--- src/rtl/exc_pkg.sv ---
// Shared definitions for the exception entry controller.
// Assumes the status word places the mode in [4:0], the
// instruction-set state in bit 5, fast-interrupt disable in bit 6
// and normal-interrupt disable in bit 7.
package exc_pkg;

    localparam int NUM_SRC  = 7;
    localparam int SRC_W    = $clog2(NUM_SRC);
    localparam int NUM_BANK = 5;
    localparam int BANK_W   = $clog2(NUM_BANK);
    localparam int MODE_W   = 5;
    localparam int BIT_T    = 5;
    localparam int BIT_F    = 6;
    localparam int BIT_I    = 7;

    typedef enum logic [MODE_W-1:0] {
        M_USR = 5'b10000,
        M_FIQ = 5'b10001,
        M_IRQ = 5'b10010,
        M_SVC = 5'b10011,
        M_ABT = 5'b10111,
        M_UND = 5'b11011,
        M_SYS = 5'b11111
    } mode_e;

    // Source index equals urgency rank, 0 is the most urgent.
    typedef enum logic [SRC_W-1:0] {
        SRC_RST  = 3'd0,
        SRC_DABT = 3'd1,
        SRC_FIQ  = 3'd2,
        SRC_IRQ  = 3'd3,
        SRC_PABT = 3'd4,
        SRC_SWI  = 3'd5,
        SRC_UND  = 3'd6
    } src_e;

    // Handler offsets from the vector base.
    localparam logic [7:0] VOFF_RST  = 8'h00;
    localparam logic [7:0] VOFF_UND  = 8'h04;
    localparam logic [7:0] VOFF_SWI  = 8'h08;
    localparam logic [7:0] VOFF_PABT = 8'h0C;
    localparam logic [7:0] VOFF_DABT = 8'h10;
    localparam logic [7:0] VOFF_IRQ  = 8'h18;
    localparam logic [7:0] VOFF_FIQ  = 8'h1C;

    // True for the seven legal mode encodings.
    function automatic logic mode_legal(input logic [MODE_W-1:0] m);
        case (m)
            M_USR, M_FIQ, M_IRQ, M_SVC, M_ABT, M_UND, M_SYS: return 1'b1;
            default:                                         return 1'b0;
        endcase
    endfunction

    // True for modes that own a saved status copy.
    function automatic logic mode_has_bank(input logic [MODE_W-1:0] m);
        case (m)
            M_FIQ, M_IRQ, M_SVC, M_ABT, M_UND: return 1'b1;
            default:                           return 1'b0;
        endcase
    endfunction

    // Saved-copy slot of a mode; meaningful only when mode_has_bank.
    function automatic logic [BANK_W-1:0] mode_bank(input logic [MODE_W-1:0] m);
        case (m)
            M_FIQ:   return BANK_W'(0);
            M_IRQ:   return BANK_W'(1);
            M_SVC:   return BANK_W'(2);
            M_ABT:   return BANK_W'(3);
            M_UND:   return BANK_W'(4);
            default: return BANK_W'(0);
        endcase
    endfunction

endpackage

--- src/rtl/exc_arbiter.sv ---
// Fixed-rank request picker.
// Does: removes masked requests and reports the lowest-index survivor.
// Assumes: index 0 is the most urgent; purely combinational.
module exc_arbiter #(
    parameter int N     = 7,
    localparam int SELW = (N > 1) ? $clog2(N) : 1
) (
    input  logic [N-1:0]    req,
    input  logic [N-1:0]    mask,
    output logic            hit,
    output logic [SELW-1:0] sel
);

    logic [N-1:0] live;

    // Strip masked sources.
    assign live = req & ~mask;
    assign hit  = |live;

    // Scan from least to most urgent so the most urgent survivor wins.
    always_comb begin
        sel = '0;
        for (int i = N - 1; i >= 0; i--) begin
            if (live[i]) sel = SELW'(i);
        end
    end

endmodule

--- src/rtl/exc_vector_map.sv ---
// Per-source handler parameters.
// Does: maps a source index to handler address, handler mode and
// whether the fast-interrupt disable must be forced.
// Assumes: sel holds a legal source index; combinational.
module exc_vector_map
    import exc_pkg::*;
#(
    parameter int XLEN                 = 32,
    parameter logic [XLEN-1:0] VEC_BASE = '0
) (
    input  logic [SRC_W-1:0]  sel,
    output logic [XLEN-1:0]   vec,
    output logic [MODE_W-1:0] tgt_mode,
    output logic              set_f
);

    logic [7:0] voff;

    // Decode offset, mode and fast-disable per source.
    always_comb begin
        voff     = VOFF_RST;
        tgt_mode = M_SVC;
        set_f    = 1'b0;
        case (src_e'(sel))
            SRC_RST:  begin voff = VOFF_RST;  tgt_mode = M_SVC; set_f = 1'b1; end
            SRC_DABT: begin voff = VOFF_DABT; tgt_mode = M_ABT; end
            SRC_FIQ:  begin voff = VOFF_FIQ;  tgt_mode = M_FIQ; set_f = 1'b1; end
            SRC_IRQ:  begin voff = VOFF_IRQ;  tgt_mode = M_IRQ; end
            SRC_PABT: begin voff = VOFF_PABT; tgt_mode = M_ABT; end
            SRC_SWI:  begin voff = VOFF_SWI;  tgt_mode = M_SVC; end
            SRC_UND:  begin voff = VOFF_UND;  tgt_mode = M_UND; end
            default:  begin voff = VOFF_RST;  tgt_mode = M_SVC; end
        endcase
    end

    // Handler address is base plus offset.
    assign vec = VEC_BASE + XLEN'(voff);

endmodule

--- src/rtl/exc_saved_bank.sv ---
// Saved status storage, one register per exception mode.
// Does: writes one slot per cycle, reads one slot combinationally.
// Assumes: synchronous active-low reset clears every slot.
module exc_saved_bank #(
    parameter int XLEN  = 32,
    parameter int NB    = 5,
    localparam int IDXW = (NB > 1) ? $clog2(NB) : 1
) (
    input  logic            clk,
    input  logic            rst_n,
    input  logic            wr_en,
    input  logic [IDXW-1:0] wr_idx,
    input  logic [XLEN-1:0] wr_data,
    input  logic [IDXW-1:0] rd_idx,
    output logic [XLEN-1:0] rd_data
);

    logic [XLEN-1:0] slot_q [NB];

    for (genvar g = 0; g < NB; g++) begin : g_slot
        // Capture the status copy into this slot when addressed.
        always_ff @(posedge clk) begin
            if (!rst_n)                                slot_q[g] <= '0;
            else if (wr_en && (wr_idx == IDXW'(g)))    slot_q[g] <= wr_data;
        end
    end

    // Read mux, zero for an index beyond the slot count.
    always_comb begin
        rd_data = '0;
        for (int i = 0; i < NB; i++) begin
            if (rd_idx == IDXW'(i)) rd_data = slot_q[i];
        end
    end

endmodule

--- src/rtl/exc_entry_ctrl.sv ---
// Exception priority and entry controller (top).
// Does: picks the most urgent unmasked exception, orders a PC and
// status load, keeps per-mode saved status copies, and serves the
// return and mode-write commands. All outputs are registered.
// Assumes: the core owns the live status word and presents it on
// cur_status; requests are sampled every rising edge.
module exc_entry_ctrl
    import exc_pkg::*;
#(
    parameter int XLEN                 = 32,
    parameter logic [XLEN-1:0] VEC_BASE = '0
) (
    input  logic              clk,
    input  logic              rst_n,
    input  logic              req_reset,
    input  logic              req_dabort,
    input  logic              req_fiq,
    input  logic              req_irq,
    input  logic              req_pabort,
    input  logic              req_swi,
    input  logic              req_undef,
    input  logic [XLEN-1:0]   cur_pc,
    input  logic [XLEN-1:0]   cur_status,
    input  logic              ret_cmd,
    input  logic [XLEN-1:0]   ret_link,
    input  logic              mode_wr_en,
    input  logic [MODE_W-1:0] mode_wr_val,
    output logic [XLEN-1:0]   new_pc,
    output logic [XLEN-1:0]   new_status,
    output logic [XLEN-1:0]   saved_status,
    output logic [XLEN-1:0]   link_val,
    output logic              entry_pulse,
    output logic              pc_load,
    output logic              status_load
);

    logic [NUM_SRC-1:0] req_v;
    logic [NUM_SRC-1:0] mask_v;
    logic               hit;
    logic [SRC_W-1:0]   sel;
    logic [XLEN-1:0]    vec;
    logic [MODE_W-1:0]  tgt_mode;
    logic               set_f;
    logic [MODE_W-1:0]  cur_mode;
    logic [XLEN-1:0]    ent_status;
    logic [XLEN-1:0]    wr_status;
    logic [XLEN-1:0]    bank_rd;
    logic               ret_go;
    logic               wr_go;

    // Requests in urgency order, bit index equals rank.
    assign req_v = {req_undef, req_swi, req_pabort, req_irq,
                    req_fiq, req_dabort, req_reset};

    // Only the two interrupt lines can be masked.
    always_comb begin
        mask_v           = '0;
        mask_v[SRC_FIQ]  = cur_status[BIT_F];
        mask_v[SRC_IRQ]  = cur_status[BIT_I];
    end

    assign cur_mode = cur_status[MODE_W-1:0];

    exc_arbiter #(.N(NUM_SRC)) u_arb (
        .req  (req_v),
        .mask (mask_v),
        .hit  (hit),
        .sel  (sel)
    );

    exc_vector_map #(.XLEN(XLEN), .VEC_BASE(VEC_BASE)) u_map (
        .sel      (sel),
        .vec      (vec),
        .tgt_mode (tgt_mode),
        .set_f    (set_f)
    );

    exc_saved_bank #(.XLEN(XLEN), .NB(NUM_BANK)) u_bank (
        .clk     (clk),
        .rst_n   (rst_n),
        .wr_en   (hit),
        .wr_idx  (mode_bank(tgt_mode)),
        .wr_data (cur_status),
        .rd_idx  (mode_bank(cur_mode)),
        .rd_data (bank_rd)
    );

    // Build the handler status word from the live one.
    always_comb begin
        ent_status                 = cur_status;
        ent_status[BIT_I]          = 1'b1;
        ent_status[BIT_T]          = 1'b0;
        ent_status[BIT_F]          = cur_status[BIT_F] | set_f;
        ent_status[MODE_W-1:0]     = tgt_mode;
    end

    // Status word for a privileged mode write.
    always_comb begin
        wr_status              = cur_status;
        wr_status[MODE_W-1:0]  = mode_wr_val;
    end

    // Command qualification with entry > return > mode write.
    assign ret_go = !hit && ret_cmd && mode_has_bank(cur_mode);
    assign wr_go  = !hit && !ret_cmd && mode_wr_en &&
                    (cur_mode != M_USR) && mode_legal(mode_wr_val);

    // Output registers and load strobes.
    always_ff @(posedge clk) begin
        if (!rst_n) begin
            new_pc       <= '0;
            new_status   <= '0;
            saved_status <= '0;
            link_val     <= '0;
            entry_pulse  <= 1'b0;
            pc_load      <= 1'b0;
            status_load  <= 1'b0;
        end else begin
            entry_pulse <= hit;
            pc_load     <= hit | ret_go;
            status_load <= hit | ret_go | wr_go;
            if (hit) begin
                new_pc       <= vec;
                new_status   <= ent_status;
                saved_status <= cur_status;
                link_val     <= cur_pc;
            end else if (ret_go) begin
                new_pc     <= ret_link;
                new_status <= bank_rd;
            end else if (wr_go) begin
                new_status <= wr_status;
            end
        end
    end

endmodule

--- config.mk ---
export PLATFORM = sky130hd
export DESIGN_NAME = exc_entry_ctrl
export DESIGN_NICKNAME = d
export VERILOG_FILES = /design/src/rtl/exc_pkg.sv /design/src/rtl/exc_arbiter.sv /design/src/rtl/exc_vector_map.sv /design/src/rtl/exc_saved_bank.sv /design/src/rtl/exc_entry_ctrl.sv
export SDC_FILE = /design/constraint.sdc
export NUM_CORES = 1
export LEC_CHECK = 0
export ABC_AREA = 0
export ABC_CLOCK_PERIOD_IN_PS = 9230
export BUFFER_PORTS_ARGS = -buffer_cell sky130_fd_sc_hd__buf_2
export CORE_MARGIN = 4
export CORE_UTILIZATION = 40
export CTS_CLUSTER_DIAMETER = 60
export DETAILED_ROUTE_END_ITERATION = 6
export GPL_TIMING_DRIVEN = 0
export PLACE_DENSITY_LB_ADDON = 0.05
export SYNTH_ARGS = -nofsm -noshare
export SYNTH_HDL_FRONTEND = slang
export SYNTH_HIERARCHICAL = 1
export SYNTH_SLANG_ARGS = --single-unit
--- constraint.sdc ---
create_clock -name clk -period 9.23 [get_ports clk]
set_input_delay 1.3845 -clock clk [delete_from_list [all_inputs] [get_ports clk]]
set_output_delay 1.3845 -clock clk [all_outputs]
set_load 0.005 [all_outputs]
Yosys cells after proc, flatten, opt, wreduce, memory -nomap -nowiden. Memories as Yosys holds them, arrays and structs flattened. Index checks and enable logic that the tools add are counted.

Register bits after elaboration: 131. Memory bits (writable): 160. Bits of input ports: 112. Output and inout port bits: 131. Word-level logic and storage cells: 122. Memories: 1.

Memories: u_bank.slot_q (words 5, bits a word 32, rd ports 5, clocked after Yosys merged registers in 0, write ports 5, line exc_saved_bank.sv:18) `logic [XLEN-1:0] slot_q [NB];`.

Equality and inequality tests: 31. Muxes and demuxes: 45. Bitwise operators: 11. Reductions and logical operators: 25.

Operators by type and width (count): $mux 32 (13); $eq 5x5->1 const B (16); $pmux 5 s6 (1); $pmux 3 s4 (2); $mux 3 (7); $mux 1 (19); $eq 3x2->1 const B (6); $mux 8 (2); $pmux 4 s4 (1); $eq 3x3->1 const B (5); $reduce_or 7->1 (2); $logic_and 1x1->1 (11); $eq 3x1->1 const B (3); $logic_not 3->1 (3); $or 1x1->1 (8); $reduce_or 8->1 (1); $and 7x7->7 (1); $not 4->7 (1); $ne 5x5->1 const B (1); $reduce_or 5->1 (1); $reduce_bool 2->1 (2); $reduce_or 2->1 (2); $reduce_bool 3->1 (1); $logic_not 1->1 (2); $not 1->1 (1).

Depth between registers and ports, before layout. Gate-level depths: netlist (run 1).

Depth after elaboration: 20. Depth in mapped cells: 12. Depth with buffers taken out: 10.

Hierarchy. The synthesis (run 1) kept the hierarchy.

By module, submodules not included: exc_saved_bank (instances 1, cells each 540, area each 7289.5 sq um); exc_entry_ctrl (instances 1, cells each 606, area each 5454.0 sq um); exc_vector_map (instances 1, cells each 44, area each 310.3 sq um); exc_arbiter (instances 1, cells each 19, area each 158.9 sq um).

Worst setup path before layout (run 1). No wires, ideal clock.

Path type: input -> register. Start: input cur_status[7]. End: memory u_bank.slot_q[3][0], enable pin. Library setup time: 0.466 ns. Arrival: 5.459 ns. Data required time: 8.764 ns. Path slack: 3.305 ns. Stages on the path: 8. Cell sequence: and2b_1 > nor2_1 > a21oi_1 > nand3b_1 > xor2_1 > nor3_1 > nand2b_2 > o21ai_0.

RTL lines: from (decl) (line exc_entry_ctrl.sv:23) `input logic [XLEN-1:0] cur_status,`; to (decl) (line exc_saved_bank.sv:18).

==> metrics.sh, run 1 <==
DRC=3
SWITCHING_SHARE_PCT=24.6
CTS-HOLD-FIX-BUFFERS=0
NUMBER_OF_SYNTHESIZED_REGISTER_BITS=291
POWER.CLOCK.FRACTION_PCT=42.2
SYNTH_SEQUENTIAL_AREA_RATIO_PCT=56.2
CORE_REGION_AREA_SQ_UM=32500
PIN_COUNT_OF_THE_BIGGEST_NET_ENTERING_GLOBAL_ROUTING=23
GRT_ANTENNA_BEFORE_REPAIR=0
CRIT_FANOUT=10
CLOCK_LATENCY_NS=0.51
SETUP-VIOLATIONS-FINAL=0
TIMING.CRITICAL_PATH.FROM_TYPE='input pin'
DP_WORST_SETUP_SLACK_NS=3.72
P_LEAK_nW=7.18
DRT_ITER0_DRC=674
TRITONCTS_NUM_SINKS=291
SYNTHESIZED_CELL_AREA_SQ_UM=13200
CTS_RESIZED=0
CRITPATHBUFINV=2
DPL.CELL_COUNT=1932
POWER_DENSITY_nW_PER_UM2=207
FINAL_CRITICAL_PATH_SETUP_SLACK_NS=4.23
NETS=1642
DOMINANT_COMBINATIONAL_CELL_FAMILY_BY_AREA_AFTER_SYNTHESIS='simple AND/OR/NAND/NOR gates'
CP_CELL_SEQUENCE='buf_2 -> and2b_1 -> a21oi_1 -> o21ai_1 -> xnor2_1 -> nor2_1 -> xor2_1 -> nor3_1 -> nand2b_2 -> nor2_1 -> clkbuf_1 -> and2_1'
CTS.REPORTEDPATHS.CLKPINSLEW_NS=0.05
DETAIL-ROUTE-ANTENNA-NETS=0
TOTAL_SWITCHING_POWER_uW=843
SETUP-TNS-FINAL_NS=0
RUN_STATUS='finished with violations'
GRT_USE_TOTAL_PCT=21.0
VIAS_PER_CELL=5.00
GR-TOTAL-OVERFLOW=0
GRT_PASS1_VIAS=9901
MAXCAPVIOLCOUNT=0
BOUNDARYPINS=243
COMPOUND_GATE_PORTION_OF_THE_SYNTHESIZED_AREA_PCT=11.1
TOTALWIRELENGTH_UM=38800
POST_SYNTH_MAIN_AREA_CONTRIBUTORS='sky130_fd_sc_hd__edfxtp_1 36%, sky130_fd_sc_hd__dfxtp_1 20%, sky130_fd_sc_hd__and2_1 7.7%, sky130_fd_sc_hd__mux2i_1 5.0%, sky130_fd_sc_hd__nand2_1 4.5%'
SYNTH_CELLS=1209
HOLD_PATH_CLASS='flop to flop'
POWER.INTERNAL_mW=2.58
MUXSHAREOFSYNTHAREA_PCT=7.73
SYNTH.TOP_CELL.AREA_SHARE_PCT=36.4
CRITICAL_PATH_ARRIVAL_NS=5.37
SYNTHDOMINANTAREACELLTYPE='sky130_fd_sc_hd__edfxtp_1'
FP.DIEAREA_SQ_UM=36000
POST-ROUTE-MIN-PERIOD_NS=5.00
CTS_MADE_BUFFERS=38
SYNTH_SIMPLE_GATE_AREA_SHARE_PCT=19.2
REPORT.FINAL.SLEW_VIOL_COUNT=0
CRIT_PATH_END_KIND='flop'
CLOCKROOTBUFFER='sky130_fd_sc_hd__clkbuf_16'
SYNTH_TOP_FLOP_CELL='sky130_fd_sc_hd__edfxtp_1'
WORST_PATH_MAX_DELAY_CELL='sky130_fd_sc_hd__nor3_1'
CP_SLOWEST_STAGE_DELAY_NS=0.96
SETUP.WORST_PATH.CLASS='input pin to flop'
PEAK_CLOCK_FREQUENCY_SUPPORTED_BY_TIMING_MHz=200
ROUTED-VIA-COUNT=9994
YS_ASYNC_SR_FRACTION_PCT=0
YOSYS.AREA_SHARE.ADDER_PCT=0
DIE_WIDTH_UM=190
FLOORPLAN.DIE.HEIGHT_UM=190
LEADING_CELL_TYPE_IN_THE_LAYOUT_FILL_AND_TAPS_EXCLUDED='sky130_fd_sc_hd__buf_2'
VIOLATED_CHECKS='design-rule violations'
DESIGN_POWER_TOTAL_mW=3.42
SYN2LAYOUT_AREA_GROWTH_PCT=25.2
YS.WARNINGS.COUNT=6
POSTPLACECELLAREA_SQ_UM=15300
LEAST_MARGIN_PIN_SLEW_NS=1.26
PLACE_HPWL_UM=26800
FILL_CELLS=3121
CTS_HTREE_LEVELS=2
INITIAL_UTIL_PCT=40.6
CRITICAL-PATH-TOP-CELL-BY-COUNT='sky130_fd_sc_hd__nor2_1'
CLOCKBUFFERDEPTH=3
SYN-MEAN-INSTANCE-AREA_SQ_UM=10.9
SYNTH_ENABLE_FLOP_CELLS=160
FINAL_CELL_COUNT_NO_FILL=2000
DESIGN_AREA_SQ_UM=16500
PORTION_OF_TOTAL_POWER_ATTRIBUTED_TO_COMBINATIONAL_LOGIC_PCT=12.6
IO_BUFFERS=242
CTS_SETUP_BUFFERS=0
GRT_PASS1_WL_UM=58900
FINAL_CYCLE_UTILIZATION_OF_THE_CRITICAL_PATH_PCT=54.2
WL_PER_CELL_UM=19.4
GP_CONGESTION=0.775
DRTPASS1ITERATIONS=7
MOSTFREQUENTLAYOUTCELLS='264 x sky130_fd_sc_hd__buf_2, 163 x sky130_fd_sc_hd__and2_1, 160 x sky130_fd_sc_hd__edfxtp_1'
MAX-VDD-IR-DROP_mV=0.139
POST_SYNTH_NUM_CELL_TYPES=62
FINAL_HOLD_VIOL_COUNT=0
FINAL.SETUP_SKEW_NS=0.0260
POWER.SHARE.SEQUENTIAL_PCT=45.2
CP.REQUIRED_NS=9.60
TRITONCTS_CLOCK_TREE='yes'
RSZ0062_AT_GRT='no'
SLEW_HEADROOM_PCT=15.6
FINAL_LAYOUT_SIZE_SUFFIX_GT1_SHARE_PCT=27.9
SYNTHXORXNORAREAFRAC_PCT=0.265
PLACEMENT_ROWS=66
CRITPATHTOPFAMILY='simple AND/OR/NAND/NOR gates'
[cell families after synthesis]
group           Yosys count
flops                   291
simple gates            470
compound gates          216
buf+inv                 127
other cells               3
mux                      98
xor+xnor                  4
[per-stage QoR]
step,utilization (%),hold slack (ns)
6_report,50.8,0.468
2_1_floorplan,-,0.458
3_3_place_gp,46.4,0.451
4_1_cts,50.8,0.467
3_5_place_dp,47.0,0.456
5_1_grt,50.8,0.481
[cell type report]
class	count	area (sq um)	share of cell area, %
Sequential cell	291	7430	44.9
Multi-Input combinational cell	823	5260	31.8
Timing Repair Buffer	249	1360	8.21
Clock buffer	49	1050	6.37
Buffer	119	679	4.11
Tap cell	442	553	3.34
Clock inverter	18	183	1.10
Inverter	8	30.0	0.182
Antenna cell	1	2.50	0.0151
[cells in the mapped netlist (3+ instances only)]
cell	n
sky130_fd_sc_hd__buf_4	33
sky130_fd_sc_hd__o31ai_1	27
sky130_fd_sc_hd__mux2_2	32
sky130_fd_sc_hd__buf_6	10
sky130_fd_sc_hd__nand2_1	158
sky130_fd_sc_hd__nand3b_1	3
sky130_fd_sc_hd__and2_1	163
sky130_fd_sc_hd__mux2i_1	66
sky130_fd_sc_hd__nand2b_1	4
sky130_fd_sc_hd__clkbuf_1	49
sky130_fd_sc_hd__xor2_1	3
sky130_fd_sc_hd__a32oi_1	32
sky130_fd_sc_hd__nor2b_1	65
sky130_fd_sc_hd__buf_2	22
sky130_fd_sc_hd__clkbuf_2	5
sky130_fd_sc_hd__inv_1	6
sky130_fd_sc_hd__nor2_1	48
sky130_fd_sc_hd__dfxtp_1	131
sky130_fd_sc_hd__a31oi_1	89
sky130_fd_sc_hd__edfxtp_1	160
sky130_fd_sc_hd__o21ai_0	41
sky130_fd_sc_hd__conb_1	3
sky130_fd_sc_hd__a21oi_1	9
sky130_fd_sc_hd__nor3b_1	3
[worst reg2reg max path: stages (launching register included)]
cell	delay [ns]
sky130_fd_sc_hd__edfxtp_1	0.31
sky130_fd_sc_hd__mux2_2	0.14
sky130_fd_sc_hd__nand2_1	0.07
sky130_fd_sc_hd__a31oi_1	0.33
sky130_fd_sc_hd__nand2_1	0.10
sky130_fd_sc_hd__o21ai_0	0.22
sky130_fd_sc_hd__o221a_1	0.21
[worst paths after layout]
| check | from | slack [ns] | end | depth (start not counted) |
|---|---|---|---|---|
| min | new_pc[18] | 0.47 | new_pc[18] | 2 |
| min reg2reg | new_pc[18] | 0.47 | new_pc[18] | 2 |
| max reg2reg | u_bank/slot_q[0][2] | 7.78 | new_status[2] | 6 |
| max | cur_status[7] | 4.23 | u_bank/slot_q[1][24] | 12 |
[registers in the layout (all words and copies together) (netlist names)]
signal         count
u_bank/slot_q    160
saved_status      32
new_status        32
link_val          32
entry_pulse        1
status_load        1
pc_load            1
new_pc            32
[routing by layer]
metal / track usage (%) / vias up / routed length [um]
li1: - / 4877 / -
met1: 28.6 / 4721 / 17000
met2: 34.9 / 345 / 18300
met3: 4.24 / 51 / 2790
met4: 5.06 / 0 / 724
met5: 0 / - / 0
[power by group through the flow]
stage               sequential [mW]  combinational (mW)  clock [mW]
floorplan                      1.58               0.235           0
global route                   1.56               0.474        1.54
global placement               1.58               0.409           0
CTS                            1.55               0.434        1.48
detailed placement             1.58               0.432           0
finish                         1.55               0.430        1.45
(Power assumes the default switching activity.)
==> inputs of run 2 (changes only) <==
- ABC_AREA: 0 -> 1
- ABC_CLOCK_PERIOD_IN_PS: 9230 -> 4800
- clock period: 9.23 -> 4.8 ns (I/O delays scaled with it)
==> run 2 against run 1 <==
The run now ends clean. Critical endpoint is now u_bank/slot_q[3][25]. Critical path depth rose by 1. Cell area shrank 1.8%. Global-route usage increased by 1.5 points. Routed wire length is 6.7% higher. Non-clock buffer count increased by 3. First-iteration DRC count is 16% higher.
==> metrics.sh, run 2 <==
RUN_STATUS='complete, no violations'
CORE_REGION_AREA_SQ_UM=32500  # -0.25%
DIE_WIDTH_UM=189  # -0.25%
INITIAL_UTIL_PCT=40.5  # -0.10 points
SYNTHESIZED_CELL_AREA_SQ_UM=13100  # -0.51%
DRC=0  # -3
SYNTH_ENABLE_FLOP_CELLS=160  # unchanged
GP_CONGESTION=0.802  # +3.5%
FILL_CELLS=3163  # +1.3%
MAX-VDD-IR-DROP_mV=0.200  # +44%
POWER.CLOCK.FRACTION_PCT=40.4  # -1.8 points
CTS_RESIZED=0  # unchanged
SYNTH_SEQUENTIAL_AREA_RATIO_PCT=56.5  # +0.29 points
CP.REQUIRED_NS=5.03  # -4.57 ns
FP.DIEAREA_SQ_UM=35800  # -0.49%
TIMING.CRITICAL_PATH.FROM_TYPE='input pin'
DETAIL-ROUTE-ANTENNA-NETS=0  # unchanged
CTS_MADE_BUFFERS=34  # -11%
PEAK_CLOCK_FREQUENCY_SUPPORTED_BY_TIMING_MHz=269
FLOORPLAN.DIE.HEIGHT_UM=189  # -0.25%
WL_PER_CELL_UM=17.8  # -8.4%
CP_CELL_SEQUENCE='buf_2 -> inv_1 -> nand2_2 -> nand2_1 -> nor3_1 -> inv_1 -> nor2_1 -> inv_1 -> nor4_1 -> nor2_4 -> nand4_1 -> clkbuf_1 -> nor2_1'
TRITONCTS_NUM_SINKS=291  # unchanged
WORSTREGTOREGCELLS=8  # +2
CLOCKBUFFERDEPTH=3  # unchanged
REPORT.FINAL.SLEW_VIOL_COUNT=0  # unchanged
GRT_PASS1_WL_UM=62600  # +6.3%
DRTPASS1ITERATIONS=5  # -2
POST_SYNTH_NUM_CELL_TYPES=32  # -48%
PLACE_HPWL_UM=28800  # +7.7%
DESIGN_POWER_TOTAL_mW=6.37  # +86%
CLOCK_LATENCY_NS=0.51  # about the same
SYNTH_SIMPLE_GATE_AREA_SHARE_PCT=28.6  # +9.4 points
MOSTFREQUENTLAYOUTCELLS='370 x sky130_fd_sc_hd__nor2_1, 315 x sky130_fd_sc_hd__nand2_1, 281 x sky130_fd_sc_hd__buf_2'
SYN2LAYOUT_AREA_GROWTH_PCT=23.6
R2R_SLACK_NS=3.50  # -4.28 ns
CRITICAL_PATH_ARRIVAL_NS=3.94  # -1.43 ns
YS.WARNINGS.COUNT=6  # unchanged
IO_BUFFERS=242  # unchanged
REGMOSTFLOPS='u_bank/slot_q'
CRITICAL_PATH.REG2REG.STARTPOINT='u_bank/slot_q[1][9]'
RSZ0062_AT_GRT='no'
POWER.SHARE.SEQUENTIAL_PCT=46.6  # +1.4 points
GRT_ANTENNA_BEFORE_REPAIR=1  # +1
WORST_PATH_MAX_DELAY_CELL='sky130_fd_sc_hd__nor4_1'
YS_ASYNC_SR_FRACTION_PCT=0  # unchanged
CTS.REPORTEDPATHS.CLKPINSLEW_NS=0.06  # about the same
TRITONCTS_CLOCK_TREE='yes'
GR-TOTAL-OVERFLOW=0  # unchanged
TOTALWIRELENGTH_UM=41400  # +6.7%
SLEW_HEADROOM_PCT=35.7  # +20 points
FINAL_LAYOUT_SIZE_SUFFIX_GT1_SHARE_PCT=21.9  # -5.9 points
CP_SLOWEST_STAGE_DELAY_NS=0.67  # -0.29 ns
YOSYS-TOP-CELLS-COUNT='370 x sky130_fd_sc_hd__nor2_1, 320 x sky130_fd_sc_hd__nand2_1, 160 x sky130_fd_sc_hd__edfxtp_1, 131 x sky130_fd_sc_hd__dfxtp_1, 119 x sky130_fd_sc_hd__inv_1'
DOMINANT_COMBINATIONAL_CELL_FAMILY_BY_AREA_AFTER_SYNTHESIS='simple AND/OR/NAND/NOR gates'
BOUNDARYPINS=243  # unchanged
SYNTH_TOP_FLOP_CELL='sky130_fd_sc_hd__edfxtp_1'
POST_SYNTH_MAIN_AREA_CONTRIBUTORS='sky130_fd_sc_hd__edfxtp_1 37%, sky130_fd_sc_hd__dfxtp_1 20%, sky130_fd_sc_hd__nor2_1 11%, sky130_fd_sc_hd__nand2_1 9.1%, sky130_fd_sc_hd__a22o_1 3.9%'
PORTION_OF_TOTAL_POWER_ATTRIBUTED_TO_COMBINATIONAL_LOGIC_PCT=13.0  # +0.4 points
CRITICAL_PATH.REG2REG.ENDPOINT='new_status[9]'
SYNTH.TOP_CELL.AREA_SHARE_PCT=36.6  # +0.19 points
SYNTHXORXNORAREAFRAC_PCT=0  # -0.27 points
SETUP.WORST_PATH.CLASS='input pin to flop'
POST-ROUTE-MIN-PERIOD_NS=3.72
CRIT_PATH_START='cur_status[7]'
HOLD_PATH_CLASS='input pin to flop'
CRITICAL-PATH-TOP-CELL-BY-COUNT='sky130_fd_sc_hd__inv_1'
LEADING_CELL_TYPE_IN_THE_LAYOUT_FILL_AND_TAPS_EXCLUDED='sky130_fd_sc_hd__nor2_1'
PIN_COUNT_OF_THE_BIGGEST_NET_ENTERING_GLOBAL_ROUTING=33  # +43%
LEAST_MARGIN_PIN_SLEW_NS=0.961  # -0.295 ns
CTS_HTREE_LEVELS=2  # unchanged
CLOCKROOTBUFFER='sky130_fd_sc_hd__clkbuf_16'
SYNTH.MOST_COMMON_CELL='sky130_fd_sc_hd__nor2_1'
SETUP-VIOLATIONS-FINAL=0  # unchanged
MAXCAPVIOLCOUNT=0  # unchanged
GRT_PASS1_VIAS=11000  # +11%
SYNTH_CELLS=1546  # +28%
FINAL_HOLD_VIOL_COUNT=0  # unchanged
N_ANTENNA_CELL=0  # -1
CRIT_PATH_END_KIND='flop'
PLACEMENT_ROWS=66  # unchanged
DRT_ITER0_DRC=779  # +16%
CTS_SETUP_BUFFERS=0  # unchanged
COMPOUND_GATE_PORTION_OF_THE_SYNTHESIZED_AREA_PCT=5.85  # -5.3 points
LARGEST_REGISTER_FF_COUNT=160  # unchanged
FINAL_CYCLE_UTILIZATION_OF_THE_CRITICAL_PATH_PCT=77.4
CRIT_FANOUT=10  # unchanged
FINAL.SETUP_SKEW_NS=0.0114  # -0.0146 ns
MUXSHAREOFSYNTHAREA_PCT=0  # -7.7 points
SYNTHDOMINANTAREACELLTYPE='sky130_fd_sc_hd__edfxtp_1'
NETS=1973  # +20%
ROUTED-VIA-COUNT=11300  # +13%
SETUP-TNS-FINAL_NS=0  # unchanged
YOSYS.AREA_SHARE.ADDER_PCT=0  # unchanged
POWER_DENSITY_nW_PER_UM2=392  # +89%
P_LEAK_nW=7.69  # +7.1%
TOTAL_SWITCHING_POWER_mW=1.61  # +91%
VIAS_PER_CELL=4.86  # -2.7%
CTS-HOLD-FIX-BUFFERS=0  # unchanged
SWITCHING_SHARE_PCT=25.3  # +0.65 points
SYN-MEAN-INSTANCE-AREA_SQ_UM=8.50  # -22%
NUMBER_OF_SYNTHESIZED_REGISTER_BITS=291  # unchanged
GRT_USE_TOTAL_PCT=22.5  # +1.5 points
ENDPOINT='u_bank/slot_q[3][25]'
POWER.INTERNAL_mW=4.76  # +84%
[run 2: changes by cell type after synthesis, moves of 66 or more]
cell and change:
sky130_fd_sc_hd__a31oi_1 -89, sky130_fd_sc_hd__mux2i_1 -66, sky130_fd_sc_hd__and2_1 -163, sky130_fd_sc_hd__nand2_1 +162, sky130_fd_sc_hd__inv_1 +113, sky130_fd_sc_hd__nor2_1 +322
sky130_fd_sc_hd__nand4_1 +68, sky130_fd_sc_hd__nand3_1 +98
[run 2: worst min-delay path by stage]
stage,to,slack [ns],depth (start not counted),startpoint
after floorplan,saved_status[0],0.45,2,saved_status[0]
after global placement,saved_status[2],0.44,2,saved_status[2]
after detailed placement,saved_status[3],0.45,2,saved_status[3]
after CTS,link_val[5],0.41,2,cur_pc[5]
after global routing,link_val[9],0.42,2,cur_pc[9]
final,link_val[23],0.43,2,cur_pc[23]
[run 2: layer usage]
layer / part of all wire (%) / GRT usage [%] / vias to the layer above
met5: 0.031 / 0 / -
met4: 3.0 / 7.40 / 2
met3: 7.2 / 4.81 / 70
met2: 48 / 38.1 / 386
met1: 42 / 29.0 / 5249
li1: - / - / 5618
[run 2: logic make-up after synthesis]
kind of cell,Yosys count
AND/OR/NAND/NOR,888
other,3
buffers and inverters,256
flip-flops,291
AO/OA/AOI/OAI,108
[run 2: per-stage QoR]
stage,area (sq um),hold WS (ns),std cells,worst slack [ns],util (%)
6_report,16300,0.430,2329,1.08,50.1
2_1_floorplan,13300,0.452,1579,1.31,-
5_1_grt,16300,0.418,2329,0.933,50.1
3_5_place_dp,15100,0.447,2267,0.648,46.6
4_1_cts,16300,0.414,2329,1.18,50.1
3_3_place_gp,15000,0.444,2263,0.110,46.3
[run 2: worst max-delay path, delay by kind of cell]
kind | cells | cell delay (ns)
simple gates | 8 | 2.02
buf+inv | 5 | 1.17
[run 2: power groups by stage]
| stage | clock network (mW) | registers, mW | logic (mW) |
|---|---|---|---|
| after global routing | 2.75 | 2.99 | 0.924 |
| after CTS | 2.64 | 2.97 | 0.835 |
| after global placement | 0 | 3.02 | 0.805 |
| after detailed placement | 0 | 3.02 | 0.833 |
| after floorplan | 0 | 3.02 | 0.469 |
| final | 2.57 | 2.97 | 0.826 |
[run 2: layout make-up]
type	instances	area (sq um)	share of cell area (%)
Tap cell	442	553	3.40
Multi-Input combinational cell	1032	4680	28.8
Buffer	125	683	4.20
Clock buffer	49	1000	6.16
Inverter	131	492	3.03
Timing Repair Buffer	246	1300	7.99
Sequential cell	291	7430	45.7
Clock inverter	13	119	0.731
